$ cat src/rtl/flash_pe_pkg.sv
package flash_pe_pkg;
  typedef struct packed {
    logic boot;
    logic erase;
    logic arm;
    logic hv;
  } pe_ctrl_t;

  typedef enum logic [1:0] {
    RD_ARRAY = 2'd0,
    RD_LATCH = 2'd1,
    RD_BLOCK = 2'd2
  } rd_mode_t;

  localparam int CTRL_W = 4;
endpackage

$ cat src/rtl/flash_pe_ctrl.sv
module flash_pe_ctrl
  import flash_pe_pkg::*;
(
  input  logic     clk,
  input  logic     rst_n,
  input  logic     wr_en,
  input  pe_ctrl_t wdata,
  input  logic     vpp_high,
  input  logic     loaded,
  output pe_ctrl_t ctrl_q,
  output logic     arm_fall
);
  pe_ctrl_t ctrl_d;

  always_comb begin
    ctrl_d = ctrl_q;
    if (wr_en) begin
      if (ctrl_q.hv) begin
        // frozen: only the voltage bit may move
        ctrl_d.hv = wdata.hv;
      end else begin
        ctrl_d.arm   = wdata.arm & (ctrl_q.arm | vpp_high);
        ctrl_d.erase = wdata.erase;
        ctrl_d.boot  = wdata.boot;
        ctrl_d.hv    = wdata.hv & wdata.arm & ctrl_q.arm & loaded;
      end
    end
  end

  assign arm_fall = ctrl_q.arm & ~ctrl_d.arm;

  always_ff @(posedge clk or negedge rst_n) begin
    if (!rst_n) begin
      ctrl_q <= '0;
    end else if (wr_en) begin
      ctrl_q <= ctrl_d;
    end
  end

  AST_HV_ORDER: assert property (@(posedge clk) disable iff (!rst_n)
    $rose(ctrl_q.hv) |-> ($past(ctrl_q.arm) && $past(loaded) && ctrl_q.arm));
  AST_FROZEN_BITS: assert property (@(posedge clk) disable iff (!rst_n)
    $past(ctrl_q.hv) |-> ($stable(ctrl_q.arm) && $stable(ctrl_q.erase) && $stable(ctrl_q.boot)));
  AST_ARM_NEEDS_VPP: assert property (@(posedge clk) disable iff (!rst_n)
    $rose(ctrl_q.arm) |-> $past(vpp_high));
endmodule

$ cat src/rtl/flash_pe_latch.sv
module flash_pe_latch #(
  parameter int AW = 12,
  parameter int DW = 16
) (
  input  logic          clk,
  input  logic          rst_n,
  input  logic          arm,
  input  logic          arm_fall,
  input  logic          wr_en,
  input  logic [AW-1:0] addr,
  input  logic [DW-1:0] data,
  output logic [AW-1:0] addr_q,
  output logic [DW-1:0] data_q,
  output logic          loaded_q
);
  logic capture;
  logic loaded_d;

  assign capture = wr_en & arm & ~loaded_q & ~arm_fall;

  always_comb begin
    loaded_d = loaded_q;
    if (arm_fall)     loaded_d = 1'b0;
    else if (capture) loaded_d = 1'b1;
  end

  always_ff @(posedge clk or negedge rst_n) begin
    if (!rst_n) begin
      loaded_q <= 1'b0;
    end else begin
      loaded_q <= loaded_d;
    end
  end

  always_ff @(posedge clk or negedge rst_n) begin
    if (!rst_n) begin
      addr_q <= '0;
      data_q <= '0;
    end else if (capture) begin
      addr_q <= addr;
      data_q <= data;
    end
  end

  AST_LATCH_HOLD: assert property (@(posedge clk) disable iff (!rst_n)
    ($past(loaded_q) && loaded_q) |-> ($stable(addr_q) && $stable(data_q)));
  AST_FLAG_CLEAR: assert property (@(posedge clk) disable iff (!rst_n)
    $past(arm_fall) |-> !loaded_q);
endmodule

$ cat src/rtl/flash_pe_rdsteer.sv
module flash_pe_rdsteer
  import flash_pe_pkg::*;
#(
  parameter int DW = 16
) (
  input  logic          clk,
  input  logic          rst_n,
  input  logic          rd_en,
  input  logic          hv,
  input  logic          arm,
  input  logic          erase,
  input  logic [DW-1:0] mem_rdata,
  input  logic [DW-1:0] latch_data,
  output logic          rd_valid,
  output logic [DW-1:0] rd_data
);
  rd_mode_t      mode;
  logic [DW-1:0] data_d;

  always_comb begin
    if (hv)                 mode = RD_BLOCK;
    else if (arm && !erase) mode = RD_LATCH;
    else                    mode = RD_ARRAY;
  end

  always_comb begin
    case (mode)
      RD_BLOCK: data_d = '0;
      RD_LATCH: data_d = latch_data;
      default:  data_d = mem_rdata;
    endcase
  end

  always_ff @(posedge clk or negedge rst_n) begin
    if (!rst_n) begin
      rd_valid <= 1'b0;
    end else begin
      rd_valid <= rd_en;
    end
  end

  always_ff @(posedge clk or negedge rst_n) begin
    if (!rst_n) begin
      rd_data <= '0;
    end else if (rd_en) begin
      rd_data <= data_d;
    end
  end

  AST_BLOCKED_READ: assert property (@(posedge clk) disable iff (!rst_n)
    $past(rd_en && hv) |-> (rd_valid && rd_data == '0));
  AST_LATCH_READ: assert property (@(posedge clk) disable iff (!rst_n)
    $past(rd_en && !hv && arm && !erase) |-> (rd_data == $past(latch_data)));
endmodule

$ cat src/rtl/flash_pe_guard.sv
module flash_pe_guard
  import flash_pe_pkg::*;
#(
  parameter int AW = 12,
  parameter int DW = 16
) (
  input  logic              clk,
  input  logic              rst_n,
  input  logic              reg_wr,
  input  logic [CTRL_W-1:0] reg_wdata,
  output logic [CTRL_W-1:0] reg_rdata,
  input  logic              vpp_high,
  input  logic              arr_wr,
  input  logic              arr_rd,
  input  logic [AW-1:0]     arr_addr,
  input  logic [DW-1:0]     arr_wdata,
  input  logic [DW-1:0]     mem_rdata,
  output logic [AW-1:0]     prog_addr,
  output logic [DW-1:0]     prog_data,
  output logic              prog_loaded,
  output logic              pe_vpp_en,
  output logic              rd_valid,
  output logic [DW-1:0]     rd_data
);
  pe_ctrl_t ctrl_q;
  logic     arm_fall;

  flash_pe_ctrl u_ctrl (
    .clk      (clk),
    .rst_n    (rst_n),
    .wr_en    (reg_wr),
    .wdata    (pe_ctrl_t'(reg_wdata)),
    .vpp_high (vpp_high),
    .loaded   (prog_loaded),
    .ctrl_q   (ctrl_q),
    .arm_fall (arm_fall)
  );

  flash_pe_latch #(.AW(AW), .DW(DW)) u_latch (
    .clk      (clk),
    .rst_n    (rst_n),
    .arm      (ctrl_q.arm),
    .arm_fall (arm_fall),
    .wr_en    (arr_wr),
    .addr     (arr_addr),
    .data     (arr_wdata),
    .addr_q   (prog_addr),
    .data_q   (prog_data),
    .loaded_q (prog_loaded)
  );

  flash_pe_rdsteer #(.DW(DW)) u_rd (
    .clk        (clk),
    .rst_n      (rst_n),
    .rd_en      (arr_rd),
    .hv         (ctrl_q.hv),
    .arm        (ctrl_q.arm),
    .erase      (ctrl_q.erase),
    .mem_rdata  (mem_rdata),
    .latch_data (prog_data),
    .rd_valid   (rd_valid),
    .rd_data    (rd_data)
  );

  assign reg_rdata = ctrl_q;
  assign pe_vpp_en = ctrl_q.hv;

  AST_VPP_FOLLOWS: assert property (@(posedge clk) disable iff (!rst_n)
    pe_vpp_en == reg_rdata[0]);
endmodule

$ cat config.mk
export PLATFORM = sky130hd
export DESIGN_NAME = flash_pe_guard
export DESIGN_NICKNAME = d
export VERILOG_FILES = /design/src/rtl/flash_pe_pkg.sv /design/src/rtl/flash_pe_ctrl.sv /design/src/rtl/flash_pe_latch.sv /design/src/rtl/flash_pe_rdsteer.sv /design/src/rtl/flash_pe_guard.sv
export SDC_FILE = /design/constraint.sdc
export NUM_CORES = 1
export LEC_CHECK = 0
export ABC_AREA = 1
export BUFFER_PORTS_ARGS = -buffer_cell sky130_fd_sc_hd__buf_2
export CAP_MARGIN = 20
export CORE_UTILIZATION = 46
export CTS_CLUSTER_SIZE = 8
export DETAILED_ROUTE_END_ITERATION = 8
export PLACE_DENSITY = 0.83
export SKIP_CTS_REPAIR_TIMING = 1
export SYNTH_ARGS = -nofsm -noshare
export SYNTH_HDL_FRONTEND = slang
export SYNTH_SLANG_ARGS = --single-unit
$ cat constraint.sdc
create_clock -name clk -period 1.4 [get_ports clk]
set_clock_uncertainty 0.05 [all_clocks]
set_input_delay 0.07 -clock clk [delete_from_list [all_inputs] [get_ports clk]]
set_output_delay 0.07 -clock clk [all_outputs]
set_load 0.005 [all_outputs]
# After elaboration in Yosys (flattened, before gate mapping)
# Index checks and enable logic that the tools add are counted.
# word_totals
reg_bits	50
elab_cells	36
output_inout_bits	51
input_bits	54
# classes
reduce_logical	4
mux	8
eq_ne	2
bitwise	13
# ops
op	count
case mux 16 bit (2 select lines)	1
bitwise AND 1 bit	8
two-way mux 1 bit	5
two-way mux 2 bit	2
inverter 1 bit	4
== test 2 x 1 -> 1 bit, second input constant	1
== test 2 bit, second input constant	1
AND reduction 2 bit	1
nonzero test 2 bit	1
logical AND 1 bit	1
logical NOT 1 bit	1
OR 1 bit	1

# Longest topological paths before layout
# Gate-level depths: netlist (run 1).
# logic_depth
depth_word	11
mapped_depth	7
mapped_depth_nobuf	6

# By module
# Synthesis (run 1) repeated with hierarchy kept, for this count alone.
# hier_totals
hier_cells	283
hier_area_um2	2441.1
# by_module_without_submodules
mod	seq_area_each_um2	instances	cells_per_inst	area_each_um2
flash_pe_latch	725.7	1	127	1194.9
flash_pe_rdsteer	425.4	1	127	1033.5
flash_pe_ctrl	100.1	1	28	205.2
flash_pe_guard	0.0	1	1	7.5

# Worst setup path after synthesis (run 1)
# Ideal clock, no wire load.
# synth_timing
path_type	register to register
start	reg, netlist name u_ctrl.ctrl_q[0]
end	reg u_latch.loaded_q
arrival_time_ns	0.946
setup_time_ns	0.117
path_stages_with_launch	6
period_less_slack_ns	1.113
path_buffers	1
required_ns	1.233
slack_ns	0.287
path_cell_list	dfrtp_1 > inv_2 > nand3b_2 > buf_2 > nor2_1 > nor2_1
# synth_between
elab_chain_cells	7
word_cells_on_any_way	8
classes_between	3 x mux; 4 x bitwise; 1 x reduce/logical
# synth_rtl
element	line_no	text
two-way mux 1 bit *	flash_pe_ctrl.sv:18	if (ctrl_q.hv) begin
two-way mux 2 bit *	flash_pe_ctrl.sv:17	if (wr_en) begin
inverter 1 bit *	flash_pe_ctrl.sv:30	assign arm_fall = ctrl_q.arm & ~ctrl_d.arm;
bitwise AND 1 bit *	flash_pe_ctrl.sv:30	
inverter 1 bit	flash_pe_latch.sv:19	assign capture = wr_en & arm & ~loaded_q & ~arm_fall;
bitwise AND 1 bit	flash_pe_latch.sv:19	
nonzero test 2 bit (no source line)	n/a	
end signal, assigned	flash_pe_latch.sv:31	loaded_q <= loaded_d;
end, declared	flash_pe_latch.sv:14	output logic loaded_q
# Mark *: on every way between the ends. The rest lies on a longest branch, timed or not.
# A chain may end at the register's enable or synchronous reset.

# Worst setup path after layout (run 1)
# layout_timing
start	reg, netlist name u_ctrl.ctrl_q[0]
end	reg u_latch.addr_q[4]
# layout_between
elab_chain_cells	6
# layout_rtl
element	line_no	text
two-way mux 1 bit	flash_pe_ctrl.sv:18	
two-way mux 2 bit	flash_pe_ctrl.sv:17	
inverter 1 bit	flash_pe_ctrl.sv:30	
bitwise AND 1 bit	flash_pe_ctrl.sv:30	
inverter 1 bit	flash_pe_latch.sv:19	
bitwise AND 1 bit	flash_pe_latch.sv:19	
end signal, assigned	flash_pe_latch.sv:40	addr_q <= addr;
end, declared	flash_pe_latch.sv:12	output logic [AW-1:0] addr_q,
# Every way passes these cells.

==> results of run 1 <==
-- flip-flops by register name, indices dropped and copies added (netlist names) --
signal,count
u_latch.data_q,16
u_rd.rd_data,16
u_latch.addr_q,12
u_ctrl.ctrl_q,4
u_latch.loaded_q,1
u_rd.rd_valid,1
-- synthesized netlist by cell type, drive strengths merged --
cell type    n
nand4       17
buf         21
nand2      128
a21oi        1
nand3b       1
o21ai        2
nand3       46
nor2         5
dfrtp       50
inv          6
-- critical path, stage by stage, from the launching register on --
cell,delay (ps)
dfrtp_1,420
inv_2,120
nand3b_2,150
nand2_4,270
nand2_1,100
nand2_1,80
-- layout make-up --
class                           count  area, µm²
Sequential cell                    50       1250
Inverter                            6       22.5
Clock buffer                        7       86.3
Multi-Input combinational cell    200        885
Clock inverter                      1       5.00
Tap cell                           67       83.8
Fill cell                         422       1510
Timing Repair Buffer              144        908
-- worst min-delay path by stage --
stage | cells past startpoint | start | slack, ps | end
detailed placement | 2 | rst_n | 20 | u_rd.rd_data[8]
floorplan | 0 | rst_n | -280 | u_ctrl.ctrl_q[0]
global route | 3 | reg_wdata[2] | 4 | u_ctrl.ctrl_q[2]
CTS | 2 | rst_n | -300 | u_rd.rd_data[7]
global placement | 2 | rst_n | 20 | u_rd.rd_data[7]
finish | 3 | arr_wdata[13] | -40 | u_latch.data_q[13]
-- per-layer routing --
layer	up-vias	global-route usage [%]
li1	1156	-
met1	1061	27.2
met2	103	35.4
met3	16	5.11
met4	0	10.5
met5	-	0
-- logic make-up (layout without fill, tap and decap cells) --
group | Yosys count | after routing | synth area share (%)
AND/OR/NAND/NOR | 197 | 197 | 37.9
buffers and inverters | 27 | 158 | 6.92
AO/OA/AOI/OAI | 3 | 3 | 0.654
flip-flops | 50 | 50 | 54.5
-- report_power, final --
| part | internal [mW] | total [mW] | switching [mW] |
|---|---|---|---|
| clock | 0.399 | 0.847 | 0.447 |
| combinational | 0.858 | 1.84 | 0.980 |
| sequential | 2.00 | 2.41 | 0.410 |
| total | 3.26 | 5.10 | 1.84 |
-- per-stage QoR --
stage,util (%),hold WS (ps),instances,area (µm²),power (mW)
6_report,68.2,-41.7,475,3240,5.10
5_1_grt,68.2,4.36,475,3240,5.51
4_1_cts,61.9,-303,445,2940,5.03
3_5_place_dp,59.9,24.4,437,2850,4.18
3_3_place_gp,59.9,24.2,437,2850,4.12
2_1_floorplan,-,-276,277,2290,3.33
==> flow_summary.yaml, run 1 <==
placement:
  place_ws_ps: 187
  place_congestion: 0.834
  place_hpwl_um: 3960
  io_buffers: 104
clock_tree:
  numCtsBuffers: 5
  cts.sinks: 50
  clk_latency_ps: 290
  clockBufferDepth: 2
  clk_root_buffer_cell: "clkbuf_8"
  path_clk_slew_ps: 80
  cts_tree: "yes"
  htreeDepth: 2
setup_path:
  crit_type: "flip-flop to flip-flop"
  critical_path.startpoint: "u_ctrl.ctrl_q[0]"
  critPathCapture: "u_latch.addr_q[4]"
  crit_path_max_fanout: 28
  timing.rr.end: "u_latch.addr_q[4]"
  cp.arrival_ps: 1440
  r2r_slack_ps: 140
  setup.worst_path.end_class: "flip-flop"
  critPathLaunchType: "flip-flop"
  worstRegToRegCells: 5
  r2r-start: "u_ctrl.ctrl_q[0]"
  crit_required_ps: 1580
global_routing:
  grt_max_degree: 51
  grtUsageTotal_pct: 21.7
  overflow: 0
  antenna_found_initial: 0
  grt_pass1_wl_um: 8800
  grt_pass1_vias: 1993
detailed_routing:
  wl_um: 6190
  via_per_inst: 4.92
  wl_per_cell_um: 13.0
  final_antenna_net_count: 0
  met3_length_um: 352
  top_layer: "met4"
  wl_met2_um: 3190
  num_vias: 2336
  drc: 0
  first_iter_violations: 153
  first_pass_iters: 6
  m1WireLength_um: 2510
layout:
  drive_above_1_share_pct: 31.1
  layout.nets: 461
  antenna_cells: 0
  area_growth_pct: 41.3
  final_cell_mix: "126 x nand2_1, 104 x buf_2, 50 x dfrtp_1"
  final_common_cell: "nand2_1"
logic_synthesis:
  ys_types: 16
  synth_top_area_share_pct: 54.5
  postSynthCellCount: 277
  netlist_area_um2: 2290
  yosysSeqAreaShare_pct: 54.5
  yosysWarnings: 0
  synthTopCellsByArea: "dfrtp_1 55%, nand2_1 21%, nand3_1 10%"
  ys_seq_elements: 50
  syn_area_per_cell_um2: 8.28
  synth_largest_area_cell: "dfrtp_1"
  synth_nets: 331
run_status:
  violations: "negative hold slack"
  status: "complete, but fails checks"
timing:
  grt_setup_unrepaired: "false"
  fmax_mhz: 794
  worst_slack_ps: 141
  slew_viol_final: 0
  period_share_pct: 89.9
  relSlewSlack_pct: 71.0
  tightest_slew_ps: 434
  setup_viol: 0
  setup_tns_ps: 0
  hold_viol_final: 2
  holdWs_ps: -41.7
  min_period_ps: 1260
run:
  maxCapViolations: 0
die:
  rows: 25
  start_util_pct: 48.3
  ios: 105
  chipWidth_um: 72.6
  die_h_um: 72.6
  die-area_um2: 5280
  core_um2: 4750
power:
  ir_worst_vdd_mv: 0.875
  leakage_nw: 1.86
  power.density_nw_per_um2: 1570
worst_hold_path:
  hold_path.class: "input port to flip-flop"
Note: power is estimated with default switching activity, not from simulation.
==> inputs of run 2 (changes only) <==
--- a/config.mk
+++ b/config.mk
@@ -9,6 +9,7 @@
 export BUFFER_PORTS_ARGS = -buffer_cell sky130_fd_sc_hd__buf_2
 export CAP_MARGIN = 20
 export CORE_UTILIZATION = 46
+export CTS_BUF_LIST = sky130_fd_sc_hd__clkbuf_8 sky130_fd_sc_hd__clkbuf_16
 export CTS_CLUSTER_SIZE = 8
 export DETAILED_ROUTE_END_ITERATION = 8
 export PLACE_DENSITY = 0.83
==> flow_summary.yaml, run 2 (same netlist as run 1, synthesis figures left out) <==
run_status:
  status: "complete, but fails checks"
  violations: "negative hold slack"
power:
  leakage_nw: 1.87
  p_total_mw: 5.09
  ir_worst_vdd_mv: 0.882
  power.density_nw_per_um2: 1570
layout:
  antenna_cells: 0
  area_growth_pct: 41.3
  drive_above_1_share_pct: 31.1
  post-route-util_pct: 68.2
  layout.nets: 461
  stdcell_count: 475
  design_area_um2: 3240
  final_cell_mix: "126 x nand2_1, 104 x buf_2, 50 x dfrtp_1"
  reg_top3: "u_latch.data_q (16), u_rd.rd_data (16), u_latch.addr_q (12)"
  final_common_cell: "nand2_1"
placement:
  place_congestion: 0.834
  io_buffers: 104
  dp_cells: 437
  place_area_um2: 2850
  place_hpwl_um: 3960
  place_ws_ps: 187
detailed_routing:
  wl_um: 6180
  first_pass_iters: 4
  drc: 0
  via_per_inst: 4.92
  first_iter_violations: 153
  wl_per_cell_um: 13.0
  final_antenna_net_count: 0
  num_vias: 2337
timing:
  tightest_slew_ps: 434
  period_share_pct: 89.9
  grt_setup_unrepaired: "false"
  holdWs_ps: -44.6
  fmax_mhz: 795
  relSlewSlack_pct: 71.0
  worst_slack_ps: 142
  min_period_ps: 1260
  setup_viol: 0
  slew_viol_final: 0
  hold_viol_final: 3
  setup_tns_ps: 0
setup_path:
  cp.arrival_ps: 1440
  r2r_slack_ps: 140
  r2r-start: "u_ctrl.ctrl_q[0]"
  worst_path_max_delay_cell: "dfrtp_1"
  crit_path_max_fanout: 28
  worstRegToRegCells: 5
  cpMostUsedCell: "nand2_1"
  critPathCapture: "u_latch.addr_q[4]"
  critPathLaunchType: "flip-flop"
  path_cells: "inv_2 > nand3b_2 > nand2_4 > nand2_1 > nand2_1"
  setup.worst_path.end_class: "flip-flop"
  critical_path.startpoint: "u_ctrl.ctrl_q[0]"
  crit_type: "flip-flop to flip-flop"
  critPathMaxStageDelay_ps: 430
  crit_required_ps: 1590
  timing.rr.end: "u_latch.addr_q[4]"
die:
  ios: 105
  start_util_pct: 48.3
  die_h_um: 72.6
  rows: 25
  core_um2: 4750
  die-area_um2: 5280
  chipWidth_um: 72.6
clock_tree:
  numCtsBuffers: 5
  path_clk_slew_ps: 90
  cts_tree: "yes"
  clockBufferDepth: 2
  clk_latency_ps: 300
  cts.sinks: 50
  clk_root_buffer_cell: "clkbuf_8"
  htreeDepth: 2
global_routing:
  overflow: 0
  grtUsageTotal_pct: 21.7
  antenna_found_initial: 0
  grt_pass1_wl_um: 8800
  grt_pass1_vias: 1993
  grt_max_degree: 51
worst_hold_path:
  hold_path.class: "input port to flip-flop"
run:
  maxCapViolations: 0
[run 2: report_power, final]
group / switching [mW] / internal (mW) / leakage [nW] / total, mW
Sequential: 0.410 / 2.00 / 0.620 / 2.41
Combinational: 0.980 / 0.858 / 1.20 / 1.84
Clock: 0.452 / 0.392 / 0.0524 / 0.844
Total: 1.84 / 3.25 / 1.87 / 5.09
[run 2: metal layers]
metal | vias to the layer above | routed length [µm] | global-route usage (%)
met1 | 1056 | 2470 | 27.2
li1 | 1155 | - | -
met3 | 20 | 353 | 5.11
met4 | 0 | 155 | 10.5
met2 | 106 | 3200 | 35.4
met5 | - | 0 | 0
[run 2: worst max-delay path, delay by kind of cell, from the launching register on]
family                 cells  cell delay, ps
AND/OR/NAND/NOR            4             600
flip-flops                 1             430
buffers and inverters      1             120
[run 2: final cells by class]
class                      count  area [µm²]
tap                           67        83.8
multi-input combinational    200         885
fill                         422        1510
inverter                       6        22.5
clock buffer                   6        82.6
timing repair buffer         144         908
sequential                    50        1250
clock inverter                 2        8.76
[run 2: how the worst min path moves through the flow]
stage                             start                  to  cells after the start
after detailed placement          rst_n     u_rd.rd_data[8]                      2
after global placement            rst_n     u_rd.rd_data[7]                      2
after CTS                         rst_n     u_rd.rd_data[7]                      2
after floorplan                   rst_n    u_ctrl.ctrl_q[0]                      0
final                     arr_wdata[13]  u_latch.data_q[13]                      3
after global routing       reg_wdata[2]    u_ctrl.ctrl_q[2]                      3
